`config.mk`:
```
export PLATFORM = sky130hd
export DESIGN_NAME = gpio_evt_irq
export DESIGN_NICKNAME = d
export VERILOG_FILES = /design/src/rtl/gpio_evt_pkg.sv /design/src/rtl/gpio_evt_detect.sv /design/src/rtl/gpio_evt_regs.sv /design/src/rtl/gpio_evt_irq.sv
export SDC_FILE = /design/constraint.sdc
export NUM_CORES = 1
export LEC_CHECK = 0
export ABC_CLOCK_PERIOD_IN_PS = 1500
export BUFFER_PORTS_ARGS = -buffer_cell sky130_fd_sc_hd__buf_4
export CORE_UTILIZATION = 50
export DETAILED_ROUTE_END_ITERATION = 8
export PLACE_DENSITY = 0.83
export SYNTH_ARGS = -nofsm -noshare
export SYNTH_HDL_FRONTEND = slang
export SYNTH_HIERARCHICAL = 1
export SYNTH_SLANG_ARGS = --single-unit
```
`constraint.sdc`:
```
create_clock -name clk -period 1.5 [get_ports clk]
set_input_delay 0.075 -clock clk [delete_from_list [all_inputs] [get_ports clk]]
set_output_delay 0.075 -clock clk [all_outputs]
set_load 0.02 [all_outputs]
```
`src/rtl/gpio_evt_pkg.sv`:
```
package gpio_evt_pkg;

    typedef enum logic [2:0] {
        EV_FALL = 3'd0,
        EV_RISE = 3'd1,
        EV_BOTH = 3'd2,
        EV_LOW  = 3'd3,
        EV_HIGH = 3'd4
    } ev_mode_e;

    localparam int OFS_EN   = 32'h20;
    localparam int OFS_DIS  = 32'h24;
    localparam int OFS_MASK = 32'h28;
    localparam int OFS_STAT = 32'h2C;

    // Decide whether one line raises an event this cycle.
    function automatic logic ev_hit(input logic [2:0] code, input logic now,
                                    input logic last, input logic armed);
        logic hit;
        case (code)
            EV_FALL: hit = armed & last & ~now;
            EV_RISE: hit = armed & ~last & now;
            EV_BOTH: hit = armed & (last ^ now);
            EV_LOW:  hit = ~now;
            EV_HIGH: hit = now;
            default: hit = 1'b0;
        endcase
        return hit;
    endfunction

endpackage

```
`src/rtl/gpio_evt_detect.sv`:
```
module gpio_evt_detect
    import gpio_evt_pkg::*;
#(
    parameter int NLINE = 32
) (
    input  logic               clk,
    input  logic               rst_n,
    input  logic [NLINE-1:0]   lvl,
    input  logic [3*NLINE-1:0] sel,
    output logic [NLINE-1:0]   evt
);

    typedef struct packed {
        logic [NLINE-1:0] prev;
        logic             primed;
    } det_t;

    det_t st_d, st_q;

    always_comb begin
        st_d        = st_q;
        st_d.prev   = lvl;
        st_d.primed = 1'b1;
    end

    always_ff @(posedge clk or negedge rst_n) begin
        if (!rst_n) st_q <= '0;
        else        st_q <= st_d;
    end

    for (genvar i = 0; i < NLINE; i++) begin : g_line
        assign evt[i] = ev_hit(sel[3*i +: 3], lvl[i], st_q.prev[i], st_q.primed);
    end

endmodule

```
`src/rtl/gpio_evt_regs.sv`:
```
module gpio_evt_regs
    import gpio_evt_pkg::*;
#(
    parameter int NLINE  = 32,
    parameter int ADDR_W = 8
) (
    input  logic              clk,
    input  logic              rst_n,
    input  logic              wr,
    input  logic              rd,
    input  logic [ADDR_W-1:0] addr,
    input  logic [NLINE-1:0]  wdata,
    input  logic [NLINE-1:0]  evt,
    output logic [NLINE-1:0]  rdata,
    output logic [NLINE-1:0]  mask,
    output logic [NLINE-1:0]  status
);

    typedef struct packed {
        logic [NLINE-1:0] mask;
        logic [NLINE-1:0] status;
    } reg_t;

    reg_t r_d, r_q;

    logic hit_en, hit_dis, hit_mask, hit_stat;

    always_comb begin
        hit_en   = (addr == ADDR_W'(OFS_EN));
        hit_dis  = (addr == ADDR_W'(OFS_DIS));
        hit_mask = (addr == ADDR_W'(OFS_MASK));
        hit_stat = (addr == ADDR_W'(OFS_STAT));

        r_d = r_q;
        if (wr && hit_en)  r_d.mask = r_q.mask | wdata;
        if (wr && hit_dis) r_d.mask = r_q.mask & ~wdata;
        // A new event wins over the clearing read at the same edge.
        r_d.status = ((rd && hit_stat) ? '0 : r_q.status) | evt;

        if (hit_mask)      rdata = r_q.mask;
        else if (hit_stat) rdata = r_q.status;
        else               rdata = '0;
    end

    always_ff @(posedge clk or negedge rst_n) begin
        if (!rst_n) r_q <= '0;
        else        r_q <= r_d;
    end

    assign mask   = r_q.mask;
    assign status = r_q.status;

endmodule

```
`src/rtl/gpio_evt_irq.sv`:
```
module gpio_evt_irq
    import gpio_evt_pkg::*;
#(
    parameter int NLINE  = 32,
    parameter int ADDR_W = 8
) (
    input  logic               clk,
    input  logic               rst_n,
    input  logic [NLINE-1:0]   line_lvl,
    input  logic [3*NLINE-1:0] evt_sel,
    input  logic               bus_wr,
    input  logic               bus_rd,
    input  logic [ADDR_W-1:0]  bus_addr,
    input  logic [NLINE-1:0]   bus_wdata,
    output logic [NLINE-1:0]   bus_rdata,
    output logic               irq
);

    logic [NLINE-1:0] evt_w;
    logic [NLINE-1:0] mask_w;
    logic [NLINE-1:0] status_w;

    gpio_evt_detect #(.NLINE(NLINE)) u_det (
        .clk   (clk),
        .rst_n (rst_n),
        .lvl   (line_lvl),
        .sel   (evt_sel),
        .evt   (evt_w)
    );

    gpio_evt_regs #(.NLINE(NLINE), .ADDR_W(ADDR_W)) u_regs (
        .clk    (clk),
        .rst_n  (rst_n),
        .wr     (bus_wr),
        .rd     (bus_rd),
        .addr   (bus_addr),
        .wdata  (bus_wdata),
        .evt    (evt_w),
        .rdata  (bus_rdata),
        .mask   (mask_w),
        .status (status_w)
    );

    assign irq = |(status_w & mask_w);

endmodule

```
==> flow_metrics.tcl, run 1 <==
set metrics [dict create \
    worst_slack_ns -0.336 \
    pwr-share-seq_pct 43.0 \
    antenna_found_initial 0 \
    ctsRootBufferMaster "clkbuf_16" \
    critPathCaptureType "primary output" \
    yosysWarnings 6 \
    route.met3.wl_um 1170 \
    floorplan.initialDensity_pct 51.8 \
    clock-sinks 97 \
    drtIter0Drc 275 \
    layout-drive-gt1-share_pct 32.2 \
    crit_type "reg -> out" \
    clkLatencyLatePin_ns 0.34 \
    met2WireLength_um 9230 \
    crit_buf_inv 1 \
    setup_violations 1 \
    core_area_mm2 0.0122 \
    worstPathRequired_ns 1.42 \
    place_hpwl_um 13400 \
    pwr-share-clk_pct 39.0 \
    violations "negative setup slack" \
    synth_seq_cells 97 \
    grt_start_max_net_pins 65 \
    p_leak_nw 4.07 \
    finalHoldViolCount 0 \
    rsz0062_at_grt "yes" \
    final_nets 1058 \
    h-tree-depth 3 \
    p_per_area_mw_per_mm2 725 \
    gp_congestion 0.848 \
    grt_pass1_vias 6217 \
    nFillCells 876 \
    numCtsBuffers 9 \
    top_layer_used "met4" \
    finalCritPeriodShare_pct 122 \
    die_w_um 114 \
    vias_per_cell 5.76 \
    p_comb_share_pct 18.0 \
    cp_max_fo 3 \
    ios 205 \
    cts.reportedPaths.clkPinSlew_ns 0.07 \
    firstDrtPassIters 5 \
    synth_cell_type_count 27 \
    syn_nets 804 \
    wl_met1_um 7520 \
    min_path_type "in -> reg" \
    synth_cells 632 \
    fin_cells 1059 \
    dieHeight_um 114 \
    dieArea_mm2 0.0130 \
    slowest_delay_ns 0.54 \
    finalWirelength_um 18500 \
    crit_path_top_delay_cell "or4_1" \
    maxSlewViolCount 0 \
    vias 6105 \
    vdd_ir_drop_max_mv 0.687 \
    syn-cell-area_mm2 0.00630 \
    antenna_cells 0 \
    gr-total-overflow 0 \
    period_minus_slack_ns 1.84 \
    fin_setup_tns_ns -0.336 \
    skew_ns 0.00677 \
    dpl.cell_count 1004 \
    worstSetupStartpointType "flop" \
    wl_per_cell_um 17.5 \
    syn-mean-instance-area_um2 9.96 \
    ant_nets 0 \
    track_usage_pct 28.3 \
    status "finished with violations" \
    cap_violations 0 \
    internal_power_mw 4.89 \
    syn_to_final_growth_pct 42.2 \
    crit_family "simple AND/OR/NAND/NOR gates" \
    p_sw_mw 1.60 \
    cp.arrival_ns 1.76 \
    port_buffers 204 \
    path_cells "a22oi_2 > nand4_1 > or4_1 > buf_6" \
    clockBufferDepth 2 \
    swShare_pct 24.7 \
    row_count 40 \
    final-seq-area_mm2 0.00243 \
    fmax_ghz 0.545 \
    yosysSeqAreaShare_pct 38.6 \
    grt_pass1_wl_um 29200 \
    cts_tree "built" \
    multi_input_area_mm2 0.00369 \
    drc 0 \
]
-- final timing paths --
check / startpoint / to / slack (ns) / depth (start not counted)
setup reg to reg: u_det/st_q[0] / u_regs/status[1] / 0.04 / 5
hold reg to reg: u_regs/status[16] / u_regs/status[16] / 0.51 / 1
max in group asynchronous: rst_n / asynchronous set/reset pin / 0.70 / 3
hold / removal: bus_wdata[20] / flop / 0.02 / 3
min in group asynchronous: rst_n / u_det/st_q[3] / 0.23 / 2
setup / recovery: flop / irq / -0.34 / 4
-- cell usage after synthesis --
cell       count  area [um2]
a21o_1        32         240
a22oi_1       15         113
a22oi_2        1        12.5
and2_1         1        6.26
and4bb_2      21         263
buf_2         10        50.1
buf_6          1        11.3
clkbuf_1      12        45.0
clkbuf_2       2        10.0
conb_1         1        3.75
dfrtp_1       97        2430
inv_1         32         120
mux2i_1       64         641
nand3_1       35         175
nand4_1        5        31.3
nand4bb_1      2        22.5
nor2_1        35         131
nor2b_1       64         400
nor3b_1       32         240
nor4b_2        1        15.0
nor4b_4        1        23.8
nor4bb_1      43         430
o211ai_1      32         240
o21ai_0       30         150
o21ai_1       34         170
or4_1          1        7.51
or4bb_1       28         315
-- kinds of logic after synthesis --
kind of cell	count (synthesis)	share of synthesized area, %
compound gates	144	14.7
simple gates	269	32.8
flops	97	38.6
other cells	1	0.0596
mux	64	10.2
buf+inv	57	3.76
-- cell type report --
cell class / count / area share [%]
inverter: 32 / 1.34
clock inverter: 6 / 1.01
timing repair buffer: 268 / 24.3
clock buffer: 10 / 2.67
sequential: 97 / 27.1
multi-input combinational: 478 / 41.3
tap: 168 / 2.35
-- placed cells by master (no fill, tap or decap), types with 21 or more instances in the layout --
cell           instances
buf_4                228
nor3b_1               32
o21ai_1               34
inv_1                 32
nor2_1                35
nor2b_1               64
and4bb_2              21
o211ai_1              32
dlygate4sd3_1         33
dfrtp_1               96
o21ai_0               29
or4bb_1               28
nor4bb_1              43
mux2i_1               64
nand3_1               35
a21o_1                32
-- through the flow --
step	instance area (um2)	power (mW)	hold WS, ns	setup slack [ns]	utilization (%)
3_3_place_gp	8190	3.86	0.0455	-0.0290	67.4
4_1_cts	8920	6.53	0.0155	-0.344	73.4
3_5_place_dp	8190	3.92	0.0493	-0.0277	67.4
5_1_grt	8960	6.74	0.0199	-0.374	73.6
6_report	8960	6.50	0.0233	-0.336	73.6
2_1_floorplan	6300	3.25	-0.221	0.155	-
-- worst min-delay path: stages --
cell and delay [ns]:
buf_4 0.11, nand3_1 0.07, mux2i_1 0.07
-- power groups by stage --
stage	Clock [mW]	Combinational, mW	Sequential [mW]
after CTS	2.58	1.16	2.79
after floorplan	0	0.427	2.82
after global routing	2.67	1.27	2.81
final	2.53	1.17	2.79
after global placement	0	1.03	2.82
after detailed placement	0	1.08	2.84
-- layer usage --
metal  track usage, %  up-vias
met5                0        -
li1                 -     2899
met3             6.03       39
met1             33.2     2950
met4             11.5        0
met2             50.2      217
-- timing repair --
action                                  CTS  global route
resized for setup                         8             5
endpoints found under the setup margin    1             3
pin swaps                                 5             7
hold buffers                             33             0
setup buffers                             4             2
endpoints found under the hold margin    63             0
Note: power is estimated with default switching activity, not from simulation.
==> inputs of run 2 (changes only) <==
- CORE_UTILIZATION: 50 -> 47
- PLACE_DENSITY: 0.83 -> 0.79
==> flow_metrics.tcl, run 2 (same netlist as run 1, synthesis figures left out) <==
set metrics [dict create \
    p_leak_nw 4.09 \
    worstSetupStartpointType "flop" \
    crit_buf_inv 1 \
    grt_start_max_net_pins 36 \
    h-tree-depth 3 \
    grt_pass1_vias 6189 \
    track_usage_pct 27.1 \
    crit_type "reg -> out" \
    p_per_area_mw_per_mm2 712 \
    rrSetupSlack_ns -0.01 \
    cts_tree "built" \
    pwr-share-clk_pct 37.6 \
    finalCritPeriodShare_pct 126 \
    setup_violations 2 \
    place_hpwl_um 13900 \
    worst_slack_ns -0.384 \
    worstPathRequired_ns 1.42 \
    swShare_pct 26.5 \
    clkLatencyLatePin_ns 0.35 \
    cts.reportedPaths.clkPinSlew_ns 0.07 \
    vias 6197 \
    slew_headroom_pct 61.8 \
    finalHoldViolCount 0 \
    vias_per_cell 5.82 \
    fmax_ghz 0.531 \
    clock-sinks 97 \
    gr-total-overflow 0 \
    wl_per_cell_um 18.3 \
    syn_to_final_growth_pct 43.1 \
    fin_setup_tns_ns -0.391 \
    ant_nets 0 \
    finalWirelength_um 19500 \
    critPathCaptureType "primary output" \
    rsz0062_at_grt "yes" \
    port_buffers 204 \
    cp_max_fo 3 \
    gp_congestion 0.818 \
    min_path_type "in -> reg" \
    ios 205 \
    layout-drive-gt1-share_pct 32.4 \
    clockBufferDepth 2 \
    dpl.cell_count 1010 \
    maxSlewViolCount 0 \
    internal_power_mw 4.71 \
    vdd_ir_drop_max_mv 0.515 \
    violations "negative setup slack" \
    antenna_found_initial 0 \
    numCtsBuffers 9 \
    dieHeight_um 118 \
    firstDrtPassIters 5 \
    skew_ns 0.00685 \
    worstSetupStartpoint "u_regs/status[14]" \
    period_minus_slack_ns 1.88 \
    ctsRootBufferMaster "clkbuf_16" \
    tightest_slew_ns 0.574 \
    path_cells "a22oi_2 > nand4_1 > or4_1 > buf_6" \
    cap_violations 0 \
    dieArea_mm2 0.0139 \
    floorplan.initialDensity_pct 49.1 \
    layout_commonest_cell "buf_4" \
    p_sw_mw 1.70 \
    hold_start "bus_wdata[0]" \
    reg2reg_from "u_det/st_q[0]" \
    whs_ns 0.0139 \
    crit_path_top_delay_cell "or4_1" \
    fin_cells 1065 \
    crit_family "simple AND/OR/NAND/NOR gates" \
    cp.arrival_ns 1.81 \
    slowest_delay_ns 0.56 \
    p_comb_share_pct 18.8 \
    core_area_mm2 0.0128 \
    layout.cells.most_common_list "buf_4, dfrtp_1, nor2b_1, mux2i_1, nor4bb_1" \
    drtIter0Drc 338 \
    status "finished with violations" \
    grt_pass1_wl_um 30200 \
    nFillCells 999 \
    row_count 41 \
    pwr-share-seq_pct 43.6 \
    die_w_um 118 \
    final_nets 1060 \
    antenna_cells 0 \
    drc 0 \
]
==> run 2: timing repair <==
action	4_1_cts	5_1_grt
setup buffers	0	4
pin swaps	1	10
gates resized for setup	6	7
hold buffers	33	0
endpoints found under the setup margin	2	6
gates cloned	0	2
endpoints found under the hold margin	64	0
==> run 2: metal layers <==
layer	routed length [um]	global-route usage (%)
met1	8270	32.6
met2	9660	48.1
met3	1150	6.49
met4	413	7.45
met5	0	0
==> run 2: cell type report <==
cell class / count / area [um2] / share of cell area (%)
timing repair buffer: 270 / 2250 / 25.0
clock buffer: 9 / 225 / 2.50
sequential: 97 / 2430 / 27.0
clock inverter: 7 / 76.3 / 0.847
multi-input combinational: 478 / 3690 / 41.0
inverter: 32 / 120 / 1.33
tap: 172 / 215 / 2.39
==> run 2: path summary, 6_finish.rpt <==
path	endpoint	cells past startpoint
setup / recovery	irq	4
hold / removal	flop	3
setup reg to reg	u_regs/status[8]	5
hold reg to reg	u_regs/status[1]	1
max in group asynchronous	u_regs/status[7]	3
min in group asynchronous	u_regs/status[13]	2
==> run 2: through the flow <==
step	area [um2]	utilization [%]	setup slack (ns)	power [mW]
3_5_place_dp	8240	64.2	-0.0296	3.93
2_1_floorplan	6300	-	0.155	3.25
5_1_grt	9010	70.2	-0.418	6.68
6_report	9010	70.2	-0.384	6.41
4_1_cts	8890	69.4	-0.372	6.41
3_3_place_gp	8240	64.2	-0.0237	3.86
==> run 2: worst register-to-register path, delay by kind of cell (launching register included) <==
kind / cells / cell delay, ns
AO/OA/AOI/OAI: 3 / 0.53
flip-flops: 1 / 0.46
AND/OR/NAND/NOR: 1 / 0.23
buffers and inverters: 1 / 0.17
==> run 2: power by group through the flow <==
stage	combinational, mW	sequential (mW)	clock, mW
floorplan	0.427	2.82	0
global placement	1.04	2.82	0
detailed placement	1.10	2.84	0
CTS	1.17	2.79	2.45
global route	1.30	2.80	2.57
finish	1.21	2.79	2.41
